[config.mk]
export PLATFORM = sky130hd
export DESIGN_NAME = recip_rsqrt_unit
export DESIGN_NICKNAME = d
export VERILOG_FILES = /design/src/rtl/recip_pkg.sv /design/src/rtl/recip_norm.sv /design/src/rtl/recip_denorm.sv /design/src/rtl/recip_ctrl.sv /design/src/rtl/recip_rsqrt_unit.sv
export SDC_FILE = /design/constraint.sdc
export NUM_CORES = 1
export LEC_CHECK = 0
export BUFFER_PORTS_ARGS = -buffer_cell sky130_fd_sc_hd__buf_2
export CORE_ASPECT_RATIO = 1.2
export CORE_UTILIZATION = 27
export DETAILED_ROUTE_END_ITERATION = 8
export GPL_TIMING_DRIVEN = 0
export HOLD_SLACK_MARGIN = 0.03
export MAX_ROUTING_LAYER = met4
export PLACE_DENSITY_LB_ADDON = 0.15
export SYNTH_ARGS = -nofsm -noshare
export SYNTH_HDL_FRONTEND = slang
export SYNTH_HIERARCHICAL = 1
export SYNTH_SLANG_ARGS = --single-unit
[constraint.sdc]
create_clock -name clk -period 7.5 [get_ports clk]
set_input_delay 1.125 -clock clk [delete_from_list [all_inputs] [get_ports clk]]
set_output_delay 1.125 -clock clk [all_outputs]
set_load 0.02 [all_outputs]
[src/rtl/recip_pkg.sv]
package recip_pkg;

    typedef enum logic [1:0] {
        ST_IDLE,
        ST_LOOKUP,
        ST_EMIT
    } rr_state_e;

    typedef enum logic [1:0] {
        SAT_NONE,
        SAT_ZERO_IN,
        SAT_MIN_IN
    } sat_kind_e;

endpackage

[src/rtl/recip_norm.sv]
// Magnitude, leading-zero normalisation and table address generation.
module recip_norm
    import recip_pkg::*;
#(
    parameter int DATA_W = 32,
    parameter int WORD_W = 16,
    parameter int IDX_W  = 9,
    localparam int ADDR_W = IDX_W + 1,
    localparam int SH_W   = $clog2(DATA_W)
) (
    input  logic [DATA_W-1:0] operand_i,
    input  logic              root_i,
    input  logic              dbl_i,
    output logic [ADDR_W-1:0] addr_o,
    output logic [SH_W-1:0]   rsh_o,
    output sat_kind_e         sat_o,
    output logic              neg_o
);
    localparam logic [DATA_W-1:0] NEG_LIM =
        {{(DATA_W-WORD_W+1){1'b1}}, {(WORD_W-1){1'b0}}};

    logic [DATA_W-1:0] mag;
    logic [DATA_W-1:0] normed;
    logic [SH_W-1:0]   lz;
    logic [SH_W-1:0]   sh;
    logic              found;
    logic [IDX_W-1:0]  idx;
    logic [SH_W-1:0]   rsh_full;

    // magnitude rule per precision
    always_comb begin
        if (!dbl_i) begin
            mag = operand_i[DATA_W-1] ? (~operand_i + 1'b1) : operand_i;
        end else if (operand_i[DATA_W-1]) begin
            mag = ($signed(operand_i) >= $signed(NEG_LIM)) ? (~operand_i + 1'b1)
                                                           : ~operand_i;
        end else begin
            mag = operand_i;
        end
    end

    // priority leading-zero count
    always_comb begin
        lz    = '0;
        found = 1'b0;
        for (int i = DATA_W - 1; i >= 0; i--) begin
            if (!found && mag[i]) begin
                lz    = SH_W'(DATA_W - 1 - i);
                found = 1'b1;
            end
        end
    end

    always_comb begin
        if (mag == '0) begin
            sh = dbl_i ? '0 : SH_W'(WORD_W);
        end else begin
            sh = lz;
        end
        normed   = mag << sh;
        idx      = normed[DATA_W-2 -: IDX_W];
        rsh_full = SH_W'(DATA_W - 1) - sh;
        if (root_i) begin
            addr_o = {1'b1, idx[IDX_W-1:1], sh[0]};
            rsh_o  = rsh_full >> 1;
        end else begin
            addr_o = {1'b0, idx};
            rsh_o  = rsh_full;
        end
    end

    always_comb begin
        if (operand_i == '0) begin
            sat_o = SAT_ZERO_IN;
        end else if (operand_i == NEG_LIM) begin
            sat_o = SAT_MIN_IN;
        end else begin
            sat_o = SAT_NONE;
        end
        neg_o = operand_i[DATA_W-1];
    end

endmodule

[src/rtl/recip_denorm.sv]
// Rescales the table mantissa and applies sign and saturation.
module recip_denorm
    import recip_pkg::*;
#(
    parameter int DATA_W = 32,
    parameter int WORD_W = 16,
    localparam int SH_W   = $clog2(DATA_W),
    localparam int WORD_POS = DATA_W - 2 - WORD_W
) (
    input  logic [WORD_W-1:0] word_i,
    input  logic [SH_W-1:0]   rsh_i,
    input  sat_kind_e         sat_i,
    input  logic              neg_i,
    output logic [DATA_W-1:0] result_o
);
    localparam logic [DATA_W-1:0] LEAD_ONE = DATA_W'(1) << (DATA_W - 2);
    localparam logic [DATA_W-1:0] SAT_POS  = {1'b0, {(DATA_W-1){1'b1}}};
    localparam logic [DATA_W-1:0] SAT_LOW  =
        {{(DATA_W-WORD_W){1'b1}}, {WORD_W{1'b0}}};

    logic [DATA_W-1:0] scaled;
    logic [DATA_W-1:0] raw;

    always_comb begin
        scaled = {{(DATA_W-WORD_W){1'b0}}, word_i} << WORD_POS;
        raw    = (LEAD_ONE | scaled) >> rsh_i;
        unique case (sat_i)
            SAT_ZERO_IN: result_o = SAT_POS;
            SAT_MIN_IN:  result_o = SAT_LOW;
            default:     result_o = neg_i ? ~raw : raw;
        endcase
    end

endmodule

[src/rtl/recip_ctrl.sv]
// Three-state request sequencer: idle, table lookup, emit.
module recip_ctrl
    import recip_pkg::*;
(
    input  logic clk,
    input  logic rst_n,
    input  logic start_i,
    output logic accept_o,
    output logic load_o,
    output logic valid_o,
    output logic busy_o
);
    rr_state_e state_q;
    rr_state_e state_d;

    always_ff @(posedge clk) begin
        if (!rst_n) begin
            state_q <= ST_IDLE;
        end else begin
            state_q <= state_d;
        end
    end

    always_comb begin
        state_d = state_q;
        unique case (state_q)
            ST_IDLE:   if (start_i) state_d = ST_LOOKUP;
            ST_LOOKUP: state_d = ST_EMIT;
            ST_EMIT:   state_d = start_i ? ST_LOOKUP : ST_IDLE;
            default:   state_d = ST_IDLE;
        endcase
    end

    always_comb begin
        busy_o   = (state_q == ST_LOOKUP);
        accept_o = start_i && (state_q != ST_LOOKUP);
        load_o   = (state_q == ST_LOOKUP);
        valid_o  = (state_q == ST_EMIT);
    end

endmodule

[src/rtl/recip_rsqrt_unit.sv]
module recip_rsqrt_unit
    import recip_pkg::*;
#(
    parameter int DATA_W = 32,
    parameter int WORD_W = 16,
    parameter int IDX_W  = 9,
    localparam int ADDR_W = IDX_W + 1,
    localparam int SH_W   = $clog2(DATA_W)
) (
    input  logic              clk,
    input  logic              rst_n,
    input  logic              start_i,
    input  logic [DATA_W-1:0] operand_i,
    input  logic              root_i,
    input  logic              dbl_i,
    output logic [ADDR_W-1:0] tbl_addr_o,
    input  logic [WORD_W-1:0] tbl_data_i,
    output logic [DATA_W-1:0] result_o,
    output logic              valid_o
);
    logic              accept_w;
    logic              load_w;
    logic              busy_w;
    logic [SH_W-1:0]   rsh_w;
    sat_kind_e         sat_w;
    logic              neg_w;
    logic [SH_W-1:0]   rsh_q;
    sat_kind_e         sat_q;
    logic              neg_q;
    logic [DATA_W-1:0] res_w;
    logic [DATA_W-1:0] res_q;

    recip_ctrl u_ctrl (
        .clk      (clk),
        .rst_n    (rst_n),
        .start_i  (start_i),
        .accept_o (accept_w),
        .load_o   (load_w),
        .valid_o  (valid_o),
        .busy_o   (busy_w)
    );

    recip_norm #(.DATA_W(DATA_W), .WORD_W(WORD_W), .IDX_W(IDX_W)) u_norm (
        .operand_i (operand_i),
        .root_i    (root_i),
        .dbl_i     (dbl_i),
        .addr_o    (tbl_addr_o),
        .rsh_o     (rsh_w),
        .sat_o     (sat_w),
        .neg_o     (neg_w)
    );

    // context kept across the table read
    always_ff @(posedge clk) begin
        if (!rst_n) begin
            rsh_q <= '0;
            sat_q <= SAT_NONE;
            neg_q <= 1'b0;
        end else if (accept_w) begin
            rsh_q <= rsh_w;
            sat_q <= sat_w;
            neg_q <= neg_w;
        end
    end

    recip_denorm #(.DATA_W(DATA_W), .WORD_W(WORD_W)) u_denorm (
        .word_i   (tbl_data_i),
        .rsh_i    (rsh_q),
        .sat_i    (sat_q),
        .neg_i    (neg_q),
        .result_o (res_w)
    );

    always_ff @(posedge clk) begin
        if (!rst_n) begin
            res_q <= '0;
        end else if (load_w) begin
            res_q <= res_w;
        end
    end

    assign result_o = res_q;

endmodule

# Word level (Yosys, flattened, before mapping)
# Cells that the tools add are included.
# totals
register_bits,42
word_cells,162
# classes
addsub,2
magnitude_cmp,1
eq_ne,7
shift,2
mux,77
n_bitwise,2
n_reduce_logical,66
# op_table
operator,n
$mux 32,5
$mux 5,19
$logic_not 32->1,2
$not 32->32,2
$pmux 32 s2,1
$mux 1,33
$add 32x1->32 const B,1
$eq 32x32->1 const B,1
$ge 32x16->1 const B,1
$logic_and 1x1->1,32
$mux 4,8
$shl 32x5->31,1
$shr 31x5->32,1
$logic_not 1->1,31
$mux 3,4
$mux 10,1
$mux 2,5
$pmux 2 s3,1
$sub 5x5->5 const A,1
$eq 2x1->1 const B,2
$eq 2x2->1 const B,2
$logic_not 2->1,1
$ne 2x1->1 const B,1
$ne 2x2->1 const B,1

# Depth between registers and ports, before layout
# logic_depth
ltp_word,102
depth_mapped,22

# Modules after synthesis
# Netlist, hierarchy kept.
# by_module_without_submodules
mod,instances,cells_each,area_per_inst_um2,seq_area_each_um2
recip_norm,1,580,3976.3,0.0
recip_denorm,1,238,1709.1,0.0
recip_rsqrt_unit,1,129,1545.2,800.8
recip_ctrl,1,9,87.6,40.0

# Worst setup path after synthesis
# Ideal clock, no wire load.
# synth_timing
path_kind,input-to-output
startpoint,in operand_i[2]
endpoint,out tbl_addr_o[7]
arrival_ns,5.813
path_slack_ns,0.562
path_stages,21
path_cell_list,buf_6 -> or4_4 -> buf_6 -> nor3_2 -> nand2_1 -> nor4_1 -> ha_1 -> nor2_1 -> a22o_1 -> or3_1 -> clkbuf_1 -> nor4_4 -> nand3_1 -> o311a_4 -> a21boi_4 -> buf_6 -> buf_8 -> a21oi_2 -> o21ba_4 -> o32ai_1 -> o32ai_1
# synth_via
elab_chain_cells,102
# synth_lines
element,line_no,text
from (decl),recip_rsqrt_unit.sv:13,"input logic [DATA_W-1:0] operand_i,"
$not 32->32,"recip_norm.sv:33, recip_norm.sv:35, recip_norm.sv:36",
$add 32x1->32,"recip_norm.sv:33, recip_norm.sv:35",
$mux 32,recip_norm.sv:35,mag = ($signed(operand_i) >= $signed(NEG_LIM)) ? (~operand_i + 1'b1)
$mux 32,recip_norm.sv:34,end else if (operand_i[DATA_W-1]) begin
$mux 32 *,recip_norm.sv:32,if (!dbl_i) begin
$mux 1,recip_norm.sv:47,if (!found && mag[i]) begin
$logic_not 1->1,recip_norm.sv:47,
$logic_and 1x1->1,recip_norm.sv:47,
[86 not listed],--,
$logic_and 1x1->1,recip_norm.sv:47,
$mux 1,recip_norm.sv:47,
$logic_not 1->1,recip_norm.sv:47,
$logic_and 1x1->1,recip_norm.sv:47,
$mux 5,recip_norm.sv:47,
$mux 5,recip_norm.sv:55,if (mag == '0) begin
$shl 32x5->31 *,recip_norm.sv:60,normed = mag << sh;
$mux 10 *,recip_norm.sv:63,if (root_i) begin
to (decl),recip_rsqrt_unit.sv:16,"output logic [ADDR_W-1:0] tbl_addr_o,"
# Every way passes the cells marked *; elsewhere a longest branch is shown, timed or not.

# Worst setup path after layout
# layout_timing
startpoint,in operand_i[12]
endpoint,out tbl_addr_o[7]
# Same word-level chain as after synthesis.

==> impl_results.md <==
* Outcome: complete, but fails checks
* Failing checks: design-rule violations
* DR iter-0 viols at 526
* Ys Warns at 6
* GR Util met1 at a little over a quarter
* Site Rows at 65
* HP Class: register to register
* GPL Wtd Cong at 0.903
* Final period util at a little over nine tenths
* Post-synth top area share at ~13%
* Seq cells post-synth at between 40 and 50
* Post-layout net count at ~1100
* Layout cells sized above 1 at between 20% and 30%
* Cts bufs inserted at 5
* Post-synthesis area per instance at between 7 and 8 µm²
* Core area at roughly 26000 µm²
* Fillers at slightly below 3000
* Setup TNS at 0 ns
* GR Util met3 at approximately 1.4%
* Total power at around 1.1 mW
* Total grt overflow at 0
* Synthesized net count at around 1000
* # IOs at 96
* I/O Buffers at 85
* Leak pwr at about 3.1 nW
* Most frequent cell after synthesis: mux2i_1
* Hold_buf cts at 0
* Final Critical Period at 7.35 ns
* VDD IR max at ~0.000096 V
* Slew HR at about 12%
* Initial core utilization at between 20% and 30%
* Synth area leader: mux2i_1
* Finished Layout Cells at between 1000 and 1500
* Vias in the first global route at ~7600
* Die Ht at 182 µm
* Maximum number of pins on one net before global-route repair at 17
* Ranking of synthesized cells by area: mux2i_1 13%, dfxtp_1 11%, nor2b_1 4.5%
* ANT nets after route at 0
* Hold Slack at ~0.44 ns
* CP max FO at 10
* CTS tree: done
* Worst-path clk slew at ~0.07 ns
* Synthesized area at between 7000 and 8000 µm²
* Fmax at 136 MHz
* Number of distinct library cells after synthesis at between 100 and 150
* H-Tree Depth at 2
* Synth Flop Type: dfxtp_1
* Commonest cells post-synth: 98 x mux2i_1, 73 x nand2_1, 54 x nor2_1
* Ant diodes at 0
* CTS Sinks at between 40 and 50
* Residual DRC at 9
* DP HPWL at 23.7 mm
* Clock tree root driver cell: clkbuf_16
* CP startpoint kind: primary input
* Slew Limit Fails at 0
* Final setup fails at 0
* WL per Instance at about 21 µm
* First-pass GRT wire length at approximately 45 mm
* Crit path DAT at 6.22 ns
* Via count at about 8000
* Kind of critical path: primary input to output port
* CP cell instances: buf_2 > or4_1 > nor3_1 > nand2_1 > nor4_1 > ha_1 > nor2_1 > a22o_1 > or3_4 > nor4b_1 > a31oi_1 > o211a_1 > clkbuf_2 > nand2_1 > buf_6 > buf_4 > o211ai_1 > a21oi_1 > nor4_2 > o32ai_2 > buf_2
* CP max stage cell: or4_1
* Tightest Pin Transition at between 1 and 1.5 ns
* P&R area growth vs syn at 15.9%
* Crit end category: output port
* Max Root-Sink Buffers at 2
* Async set-or-reset flop fraction in the synthesized netlist at 0%
* Register area share after synthesis at between 10% and 20%
* WL final at roughly 29 mm
* Final Hold Fails at 0
* Vias per cell at around 6
* Placed insts at 1376
* Slowest Stage Delay on Critical Path at 0.59 ns
* Max cap viols at 0
* Busiest grt layer: met2
* Required time of the critical path at 6.38 ns
* Clk_lat worst skew at between 0.2 and 0.3 ns
* Drt first pass iters at 9
* Die Span X at 152 µm
* Die ar. at roughly 28000 µm²
* Initial antenna violation count at 0
* Post-Synthesis Cells at between 900 and 1000
* Total track usage at between 20% and 30%
* Pwr dens at ~130 nW/µm²
* Post-synth EDFFs at 0
* Worst clock skew at 0.00920 ns
* Met2 usage at a little over a third
* RSZ-0062 raised after global routing: true
[worst max-delay path, delay by kind of cell]
kind | cells | cell delay, ns
compound gates | 6 | 1.19
simple gates | 9 | 2.76
fa+ha+maj | 1 | 0.17
buf+inv | 5 | 0.95
[registers in the layout, summed over array words and instances (netlist names)]
signal / flops
rsh_q: 5
neg_q: 1
result_o: 32
u_ctrl/state_q: 2
sat_q: 2
[cell usage in the layout (no fill, tap or decap), types with 9 or more instances in the layout]
master,Yosys,final
a211oi_1,10,9
a21oi_1,40,40
and2_1,13,13
buf_2,16,101
buf_4,6,9
buf_6,10,10
clkbuf_1,42,37
dfxtp_1,42,42
inv_1,15,15
mux2i_1,98,98
mux4_2,10,10
nand2_1,73,72
nand2b_1,9,9
nand3_1,51,50
nand4_1,13,13
nor2_1,54,54
nor2b_1,53,53
nor3_1,23,21
nor4_1,14,11
o211ai_1,38,38
o21ai_0,50,50
o22ai_1,16,16
o31ai_1,9,9
or3_1,14,13
or4_1,14,14
xnor2_1,20,20
xor2_1,11,11
[cell families after synthesis]
logic type      Yosys count  share of synthesized area [%]
mux                     115                           17.6
fa+ha+maj                 4                          0.684
compound gates          284                           29.4
buf+inv                  99                           7.52
simple gates            380                           29.3
flops                    42                           11.5
xor+xnor                 32                           3.93
[through the flow]
stage          worst slack [ns]  instance area [µm²]  utilization [%]
6_report                  0.150                 8480             32.1
5_1_grt                -0.00970                 8480             32.1
4_1_cts                  0.0344                 8390             31.8
3_5_place_dp             -0.678                 8160             30.9
3_3_place_gp             -0.816                 8160             30.9
2_1_floorplan             0.562                 7320                -
[final timing paths]
check / start / to / slack (ns) / depth (start not counted)
worst max register to register: rsh_q[2] / result_o[0] / 4.92 / 9
worst min register to register: u_ctrl/state_q[0] / u_ctrl/state_q[0] / 0.44 / 1
worst max-delay path: operand_i[12] / tbl_addr_o[7] / 0.15 / 21
worst min-delay path: u_ctrl/state_q[0] / u_ctrl/state_q[0] / 0.44 / 1
[final cells by class]
cell class              count  area (µm²)  share of cell area, %
plain buffers              80         484                   5.71
clock buffers               5         125                   1.47
clock inverters             3        26.3                  0.310
inverters                  18        67.6                  0.796
multi-input cells         815        6070                   71.6
flip-flops and latches     42         841                   9.91
well taps                 335         419                   4.94
repair buffers             88         448                   5.28
[repair_timing]
| action | CTS | global route |
|---|---|---|
| pin swaps | 3 | 2 |
| buffers inserted | 3 | 0 |
| resized for setup | 12 | 16 |
| endpoints found under the setup margin | 9 | 9 |
[per-layer routing]
| metal | wire length, µm | part of all wire, % |
|---|---|---|
| met1 | 13100 | 45 |
| met4 | 792 | 2.7 |
| met5 | 0 | 0 |
| met3 | 1200 | 4.1 |
| met2 | 13900 | 48 |
[where the power goes]
group,internal [mW],total [mW],switching [mW]
registers,0.236,0.246,0.00996
clock network,0.127,0.226,0.0993
logic,0.242,0.649,0.407
total,0.605,1.12,0.516
Power figures use the tool's default switching activity.
